===== config.mk =====
export PLATFORM = sky130hd
export DESIGN_NAME = trap_ctrl
export DESIGN_NICKNAME = d
export VERILOG_FILES = /design/src/rtl/trap_pkg.sv /design/src/rtl/trap_prio_enc.sv /design/src/rtl/trap_vec_tbl.sv /design/src/rtl/trap_status_reg.sv /design/src/rtl/trap_ctrl.sv
export SDC_FILE = /design/constraint.sdc
export NUM_CORES = 2
export LEC_CHECK = 0
export BUFFER_PORTS_ARGS = -buffer_cell sky130_fd_sc_hd__buf_2
export CORE_AREA = 2 2 647 327
export DETAILED_ROUTE_END_ITERATION = 7
export DIE_AREA = 0 0 649 329
export GPL_TIMING_DRIVEN = 1
export PLACE_DENSITY = 0.65
export SKIP_LAST_GASP = 1
export SYNTH_ARGS = -nofsm -noshare
export SYNTH_HDL_FRONTEND = slang
export SYNTH_SLANG_ARGS = --single-unit

===== constraint.sdc =====
create_clock -name clk_i -period 8.5 [get_ports clk_i]
set_input_delay 1.275 -clock clk_i [delete_from_list [all_inputs] [get_ports clk_i]]
set_output_delay 1.275 -clock clk_i [all_outputs]
set_load 0.02 [all_outputs]

===== src/rtl/trap_pkg.sv =====
package trap_pkg;
  localparam int PRI_W   = 6;
  localparam int NIRQ    = 1 << PRI_W;
  localparam int ST_W    = 8;
  localparam int IE_BIT  = 7;
  localparam int USR_BIT = 6;

  typedef logic [PRI_W-1:0] num_t;
  typedef logic [ST_W-1:0]  stat_t;

  localparam stat_t ST_RST = stat_t'(NIRQ - 1);
endpackage


===== src/rtl/trap_prio_enc.sv =====
module trap_prio_enc #(
  parameter  int N  = 64,
  localparam int IW = $clog2(N)
) (
  input  logic [N-1:1]  req_i,
  output logic          any_o,
  output logic [IW-1:0] idx_o
);
  // lowest index wins: scan downward, last hit sticks
  always_comb begin
    any_o = 1'b0;
    idx_o = '0;
    for (int i = N - 1; i >= 1; i--) begin
      if (req_i[i]) begin
        any_o = 1'b1;
        idx_o = IW'(i);
      end
    end
  end
endmodule


===== src/rtl/trap_vec_tbl.sv =====
module trap_vec_tbl #(
  parameter  int DEPTH = 64,
  parameter  int XLEN  = 32,
  localparam int AW    = $clog2(DEPTH)
) (
  input  logic            clk_i,
  input  logic            rst_ni,
  input  logic            we_i,
  input  logic [AW-1:0]   widx_i,
  input  logic [XLEN-1:0] wdata_i,
  input  logic [AW-1:0]   ridx_i,
  output logic [XLEN-1:0] rdata_o
);
  logic [DEPTH-1:0][XLEN-1:0] ent;

  for (genvar g = 0; g < DEPTH; g++) begin : g_ent
    logic [XLEN-1:0] q;
    always_ff @(posedge clk_i or negedge rst_ni) begin
      if (!rst_ni)                          q <= '0;
      else if (we_i && widx_i == AW'(g))    q <= wdata_i;
    end
    assign ent[g] = q;
  end

  assign rdata_o = ent[ridx_i];
endmodule


===== src/rtl/trap_status_reg.sv =====
module trap_status_reg
  import trap_pkg::*;
(
  input  logic  clk_i,
  input  logic  rst_ni,
  input  logic  take_i,
  input  num_t  num_i,
  input  logic  tret_i,
  input  logic  we_i,
  input  stat_t wdata_i,
  output stat_t status_o,
  output stat_t saved_o
);
  stat_t st_q, sv_q, st_take;

  always_comb begin
    st_take                 = st_q;
    st_take[IE_BIT]         = 1'b0;
    st_take[PRI_W-1:0]      = num_i;
  end

  always_ff @(posedge clk_i or negedge rst_ni) begin
    if (!rst_ni) begin
      st_q <= ST_RST;
      sv_q <= '0;
    end else if (take_i) begin
      sv_q <= st_q;
      st_q <= st_take;
    end else if (tret_i) begin
      st_q <= sv_q;
    end else if (we_i) begin
      st_q <= wdata_i;
    end
  end

  assign status_o = st_q;
  assign saved_o  = sv_q;
endmodule


===== src/rtl/trap_ctrl.sv =====
module trap_ctrl
  import trap_pkg::*;
#(
  parameter int          XLEN   = 32,
  parameter logic [31:0] NMI_PC = 32'h0000_0040,
  parameter bit          IRQ_EN = 1'b1
) (
  input  logic            clk_i,
  input  logic            rst_ni,
  input  logic [63:0]     irq_i,
  input  logic            valid_i,
  input  logic            in_dslot_i,
  input  logic            is_trap_i,
  input  logic [5:0]      trap_num_i,
  input  logic            is_tret_i,
  input  logic [XLEN-1:0] tret_addr_i,
  input  logic [XLEN-1:0] pc_i,
  input  logic            st_we_i,
  input  logic [7:0]      st_wdata_i,
  input  logic            vec_we_i,
  input  logic [5:0]      vec_idx_i,
  input  logic [XLEN-1:0] vec_data_i,
  output logic            redir_o,
  output logic [XLEN-1:0] redir_pc_o,
  output logic            ret_we_o,
  output logic [XLEN-1:0] ret_addr_o,
  output logic [7:0]      status_o,
  output logic [7:0]      saved_status_o
);
  stat_t           st, sv;
  logic            ie;
  num_t            pri;
  logic            go, hw_ok;
  logic            nmi_req, mi_any;
  num_t            mi_num;
  logic            nmi_take, trap_take, mi_take, tret_take, wr_take, take;
  num_t            tk_num;
  logic [XLEN-1:0] vec_rd, tgt, ret;
  logic            redir_q, ret_we_q;
  logic [XLEN-1:0] pc_q, ret_q;

  assign ie  = st[IE_BIT];
  assign pri = st[PRI_W-1:0];

  // flushed slot during redirect; delay slot blocks hardware requests only
  assign go    = valid_i & ~redir_q;
  assign hw_ok = go & ~in_dslot_i;

  if (IRQ_EN) begin : g_irq
    logic irq0_q, pend_q;
    assign nmi_req = pend_q | (irq_i[0] & ~irq0_q);
    always_ff @(posedge clk_i or negedge rst_ni) begin
      if (!rst_ni) begin
        irq0_q <= 1'b0;
        pend_q <= 1'b0;
      end else begin
        irq0_q <= irq_i[0];
        pend_q <= nmi_req & ~nmi_take;
      end
    end
    trap_prio_enc #(.N(NIRQ)) u_pe (
      .req_i (irq_i[NIRQ-1:1]),
      .any_o (mi_any),
      .idx_o (mi_num)
    );
  end else begin : g_noirq
    assign nmi_req = 1'b0;
    assign mi_any  = 1'b0;
    assign mi_num  = '0;
  end

  assign nmi_take  = hw_ok & nmi_req;
  assign trap_take = go & is_trap_i & ~nmi_take;
  assign mi_take   = hw_ok & mi_any & ie & (mi_num < pri) & ~nmi_take & ~trap_take;
  assign take      = nmi_take | trap_take | mi_take;
  assign tret_take = go & is_tret_i & ~take;
  assign wr_take   = go & st_we_i & ~take & ~tret_take;

  always_comb begin
    if (nmi_take)       tk_num = '0;
    else if (trap_take) tk_num = trap_num_i;
    else                tk_num = mi_num;
  end

  trap_vec_tbl #(.DEPTH(NIRQ), .XLEN(XLEN)) u_vec (
    .clk_i   (clk_i),
    .rst_ni  (rst_ni),
    .we_i    (vec_we_i),
    .widx_i  (vec_idx_i),
    .wdata_i (vec_data_i),
    .ridx_i  (tk_num),
    .rdata_o (vec_rd)
  );

  always_comb begin
    if (nmi_take)       tgt = XLEN'(NMI_PC);
    else if (tret_take) tgt = tret_addr_i;
    else                tgt = vec_rd;
  end

  assign ret = trap_take ? pc_i + XLEN'(4) : pc_i;

  trap_status_reg u_st (
    .clk_i    (clk_i),
    .rst_ni   (rst_ni),
    .take_i   (take),
    .num_i    (tk_num),
    .tret_i   (tret_take),
    .we_i     (wr_take),
    .wdata_i  (st_wdata_i),
    .status_o (st),
    .saved_o  (sv)
  );

  always_ff @(posedge clk_i or negedge rst_ni) begin
    if (!rst_ni) begin
      redir_q  <= 1'b0;
      ret_we_q <= 1'b0;
      pc_q     <= '0;
      ret_q    <= '0;
    end else begin
      redir_q  <= take | tret_take;
      ret_we_q <= take;
      if (take | tret_take) pc_q  <= tgt;
      if (take)             ret_q <= ret;
    end
  end

  assign redir_o        = redir_q;
  assign redir_pc_o     = pc_q;
  assign ret_we_o       = ret_we_q;
  assign ret_addr_o     = ret_q;
  assign status_o       = st;
  assign saved_status_o = sv;
endmodule


## Word level (Yosys, flattened, before mapping)

Cells that the tools add are included.

- Input bits: 188
- Register bits: 2,132
- Word-level logic and storage cells: 371

- Multiplexer cells: 136
- Add/subtract/negate cells: 1
- Equal/unequal tests: 63
- $lt $le $gt $ge: 2
- Reductions and logical operators: 68
- Bitwise gates (word level): 28

Operator list:

| kind | count |
|---|---|
| two-way mux 6 bit | 65 |
| binary-select mux 32 bit (select 6 bit) | 1 |
| == test 6 bit, second input constant | 32 |
| two-way mux 32 bit | 4 |
| == test 6 x 5 -> 1 bit, second input constant | 16 |
| logical AND 1 bit | 64 |
| two-way mux 1 bit | 63 |
| == test 6 x 4 -> 1 bit, second input constant | 8 |
| adder 32 x 3 -> 32 bit, second input constant | 1 |
| == test 6 x 3 -> 1 bit, second input constant | 4 |
| two-way mux 8 bit | 3 |
| AND 1 bit | 17 |
| == test 6 x 2 -> 1 bit, second input constant | 2 |
| < comparator 6 x 7 -> 1 bit, second input constant | 1 |
| NOT 1 bit | 7 |
| == test 6 x 1 -> 1 bit, second input constant | 1 |
| logical NOT 6 bit | 1 |
| < comparator 6 bit | 1 |
| bitwise OR 1 bit | 4 |
| nonzero test 3 bit | 1 |
| AND reduction 2 bit | 1 |
| nonzero test 2 bit | 1 |

## Longest topological paths before layout

- Depth in word-level cells: 76
- Gate-level depth with buffers: 18

## Cells and area by module

Synthesis repeated with hierarchy kept, for this count alone.

- Cells, all modules: 6,526
- Area, all modules: 98,378.1 um^2

Modules (own cells, without submodules):

| module | cells each | instances | area each (um^2) |
|---|---|---|---|
| trap_vec_tbl | 5,866 | 1 | 92,847.8 |
| trap_ctrl | 455 | 1 | 3,906.2 |
| trap_prio_enc | 141 | 1 | 823.3 |
| trap_status_reg | 64 | 1 | 800.8 |

## Least setup slack after synthesis

OpenSTA, ideal clock, no wires.

- Path kind: input-to-reg
- From: input irq_i[58]
- To: register pc_q[11], in the netlist redir_pc_o[11]
- Data required time: 8.378 ns
- Buffers on the path: 2
- Cell stages on the path: 14
- Data arrival time: 4.523 ns
- Slack: 3.855 ns
- Library setup time: 0.122 ns
- Cell sequence: or4_1 o211ai_1 a21oi_1 o31ai_1 ha_1 and4_1 a21oi_1 a311oi_1 a41o_1 clkbuf_1 a21boi_0 clkbuf_1 o2111ai_1 a32o_1

- Cells in the longest elaborated chain, start to end: 68
- Elaborated cells on any way between the ends: 132

Ends and longest elaborated chain:

| what | RTL line | text |
|---|---|---|
| start: declaration | trap_ctrl.sv:10 | `input logic [63:0] irq_i,` |
| branches (longest 68 deep; another with two-way mux 6 bit) | -- |  |
| end signal: assignment | trap_ctrl.sv:124 | `if (take \| tret_take) pc_q <= tgt;` |
| end: declaration | trap_ctrl.sv:40 | `logic [XLEN-1:0] pc_q, ret_q;` |

Several ways; the timed one is not identified. The select of a mux whose other input is x is not followed.
A chain may end at the register's enable or synchronous reset.

## Worst setup path after layout

- From: register redir_q, in the netlist redir_o
- To: register pc_q[18], in the netlist redir_pc_o[18]

- Cells in the longest elaborated chain, start to end: 13
- Elaborated cells on any way between the ends: 25

Ends and longest elaborated chain:

| what | RTL line | text |
|---|---|---|
| start: declaration | trap_ctrl.sv:39 | `logic redir_q, ret_we_q;` |
| start signal: assignment | trap_ctrl.sv:122 | `redir_q <= take \| tret_take;` |
| NOT 1 bit (*) | trap_ctrl.sv:46 | `assign go = valid_i & ~redir_q;` |
| AND 1 bit (*) | trap_ctrl.sv:46 |  |
| branches (longest 11 deep; another with binary-select mux 32 bit (select 6 bit)) | -- |  |

Mark *: on every way between the ends. The select of a mux whose other input is x is not followed.

==> metrics list <==
- Number of H-tree branching levels: 4
- Maximum clock frequency: 158 MHz
- Startpoint class of the critical path: flop
* Crit Path Category: flop to flop
* Share of the synthesized area in the top cell type: 0.535
- Total negative slack for setup checks: 0 ps
* Port Buf Inserts: 269
- Crit end category: flop
- Averaged over all synthesized cells, the footprint is 12.0 um2.
- The flow ran to the end, and the final reports show no timing, DRC or antenna violations.
- The tool flagged a number of max-cap violations equal to 0.
- Post-synth top cells: sky130_fd_sc_hd__dfrtp_1 (2126), sky130_fd_sc_hd__mux2_2 (2063), sky130_fd_sc_hd__nand2_1 (1398)
* Wire length of the first global-routing pass: 489000 um
* Largest delay share family, worst path: compound AO/OA/AOI/OAI gates
- For the pin with the worst max-slew slack, the measured transition is 1450 ps.
- Setup Fix Bufs, Post-CTS: 0
* Placer's final routability congestion estimate: 0.904
- Counting flops with an async set or reset pin after synthesis yields a share of 1.00.
- Congestion Overflow GR: 0
- Sorting the synthesized cells by area gives the leading types as sky130_fd_sc_hd__dfrtp_1 (53%), sky130_fd_sc_hd__mux2_2 (23%), sky130_fd_sc_hd__nand2_1 (5.3%).
* Clk Latency, worst-skew pair: 880 ps
* Post-Place Setup Slack: 1670 ps
- In this run the power density over the cells is 250 mW/mm2.
* Number of buffers created by CTS: 191
- The via count of the first global-routing pass is 69900.
- The die covers 0.214 mm2.
* CP max stage delay: 940 ps
* Routed vias/inst: 6.40
- Setup violations remaining at the end of the flow were counted as 0.
- After clock tree synthesis, the flow added hold-fix buffers numbering 0.
- Y dimension of the die: 329 um
* Worst ir drop on vdd: 154 uV
* Final-report hold violation count: 0
- During synthesis, Yosys emitted a total of 0 warnings.
- Largest net degree at the start of global routing: 181
- The die is 649 um wide.
* Number of violations reported at the end of detailed-routing iteration 0: 9486
- Yosys reg bits: 2132
- Once detailed placement completed, the half-perimeter wirelength came to 200000 um.
- Signal arrival time at the worst endpoint: 7070 ps
* Share of the clock period used by the worst path after layout: 0.744
* Share of post-route cells with drive strength above 1: 0.374
- Final routed wirelength across all metal layers: 335000 um
- The count of nets left with antenna violations once routing finished came out at 0.
- Post-synth top flop: sky130_fd_sc_hd__dfrtp_1
- Number of antenna violations at the first check in global routing: 26
- Most instantiated library cell after synthesis: sky130_fd_sc_hd__dfrtp_1
- Across all layers, the routed design uses 71100 vias.
- Of all cell types, the one taking the most synthesized area is sky130_fd_sc_hd__dfrtp_1.
- Bufs and invs on worst path: 4
* Cell-by-cell listing of the critical path: nor2b_1 > buf_4 > and2_0 > a31oi_1 > and3_1 > a22o_1 > buf_4 > nor2_8 > buf_12 > buf_4 > mux4_2 > a22o_1 > a221oi_1 > o2111ai_1 > a32o_1
- TritonCTS built the clock tree.
* Io pins: 270
- At the worst endpoint, the required time is 9240 ps.
- The clock passes through at most 4 buffers.
- The smallest clock period supported by the final layout is computed as 6330 ps.
- Hold WC Path Type: flop to flop
* Setup repair after global routing missed its margin: no
* Clock root buffer master: sky130_fd_sc_hd__clkbuf_16
- Summing every instance area after synthesis gives 0.0995 mm2.
- The number of nets handed over by synthesis was 8469.
* Standard-cell rows: 119
- For this configuration, the core starts out at a cell density of 0.477.
- After detailed routing, the number of remaining DRC violations is 0.
- On the critical path, the stage with the largest delay is an instance of sky130_fd_sc_hd__a221oi_1.
- The share of the Yosys chip area taken by registers is 0.536.
* Number of instances in the placed design: 10800
- Max FO, Critical Path: 35
* Largest clock skew in the final design: 43.9 ps
* Cells after Synth: 8275
- The most numerous cell type found on the critical path is sky130_fd_sc_hd__buf_4.
- Yosys mapped a number of flops with a built-in enable equal to 0.
- After clock tree synthesis, the clock-pin slew on the worst setup and hold paths is 70 ps.
- Area grow syn2layout: 10.1%
- Number of nets in the layout: 8365
- In the final routed layout, each cell accounts on average for 30.2 um.
- Filler-free cell count of the finished design: 11100
* Tot GR Track Use: 0.309
- Synth unique cells: 83
* Max transition margin: 0.0357
- Once routing completed, OpenROAD measured the worst setup slack at 2170 ps.
- CTS saw 2132 sinks.
- For this design the static power due to leakage is 50.9 nW.
- First-pass DRT Iterations: 6
- Pins Over Slew Limit: 0
- The floorplan step defined a core boundary enclosing 0.209 mm2.
* Cells resized by post-CTS repair: 0
[flip-flops by register name (all words and copies together), names as in the netlist]
name / flops
g_irq.irq0_q: 1
u_vec.g_ent.q: 2048
u_st.status_o: 8
redir_o: 1
redir_pc_o: 32
ret_addr_o: 32
ret_we_o: 1
u_st.saved_o: 8
g_irq.pend_q: 1
[placed cells by master, fill, tap and decap left out, types with 68 or more instances in the layout]
cell                        instances
sky130_fd_sc_hd__mux2_2          2063
sky130_fd_sc_hd__clkbuf_16        197
sky130_fd_sc_hd__nand3_1          586
sky130_fd_sc_hd__o21ai_0           83
sky130_fd_sc_hd__a21oi_1          238
sky130_fd_sc_hd__mux4_2           159
sky130_fd_sc_hd__dfrtp_1         2126
sky130_fd_sc_hd__buf_2            268
sky130_fd_sc_hd__nand2_1         1353
sky130_fd_sc_hd__nor2_1            68
sky130_fd_sc_hd__buf_4            175
sky130_fd_sc_hd__a31oi_1           68
[worst min-delay path, delay by kind of cell, from the launching register on]
kind / cells / cell delay, ps
AND/OR/NAND/NOR: 1 / 50
flip-flops: 1 / 340
AO/OA/AOI/OAI: 1 / 60
[final timing paths]
path | startpoint | to | slack [ps] | cells after the start
worst max-delay path | redir_o | redir_pc_o[18] | 2170 | 15
worst min-delay path | ret_addr_o[13] | ret_addr_o[13] | 470 | 2
worst max register to register | redir_o | redir_pc_o[18] | 2170 | 15
worst min register to register | ret_addr_o[13] | ret_addr_o[13] | 470 | 2
max in group asynchronous | rst_ni | u_vec.g_ent[45].q[4] | 5840 | 3
min in group asynchronous | rst_ni | u_vec.g_ent[31].q[5] | 480 | 1
[stage by stage]
| step | utilization | total power [mW] | hold WS, ps | cell area, um2 |
|---|---|---|---|---|
| 2_1_floorplan | - | 16.1 | 471 | 99500 |
| 3_3_place_gp | 0.495 | 18.2 | 459 | 103000 |
| 3_5_place_dp | 0.495 | 18.4 | 465 | 103000 |
| 4_1_cts | 0.525 | 27.3 | 481 | 110000 |
| 5_1_grt | 0.525 | 28.4 | 502 | 110000 |
| 6_report | 0.525 | 27.4 | 474 | 110000 |
[layout make-up]
type                       instances  area (um2)
inverter                          19        71.3
tap                             2783        3480
clock buffer                     285        5770
fill                           17600       99000
multi-input combinational       5355       43200
antenna                            9        22.5
clock inverter                    49         498
timing repair buffer             472        3240
sequential                      2132       53400
[metal layers]
metal | track usage | vias to the layer above | wire length, um | share of wire
met4 | 0.0935 | 10 | 10800 | 0.032
met5 | 0 | - | 311 | 0.00093
met3 | 0.0999 | 620 | 41200 | 0.12
li1 | - | 29200 | - | -
met1 | 0.465 | 37400 | 147000 | 0.44
met2 | 0.421 | 3804 | 136000 | 0.41
[kinds of logic after synthesis]
kind of cell,after synthesis,share of synthesized area
AND/OR/NAND/NOR,2318,0.101
multiplexers,2279,0.275
flip-flops,2132,0.536
buffers and inverters,788,0.0349
AO/OA/AOI/OAI,723,0.0490
XOR/XNOR,29,0.00255
adder cells (fa/ha/maj),6,0.000754
[power breakdown]
group          internal, mW  switching, mW  total [mW]
logic                  2.28           3.62        5.90
registers              11.6          0.884        12.5
clock network          4.96           4.00        8.96
No activity file was read; power rests on OpenSTA's default activity.
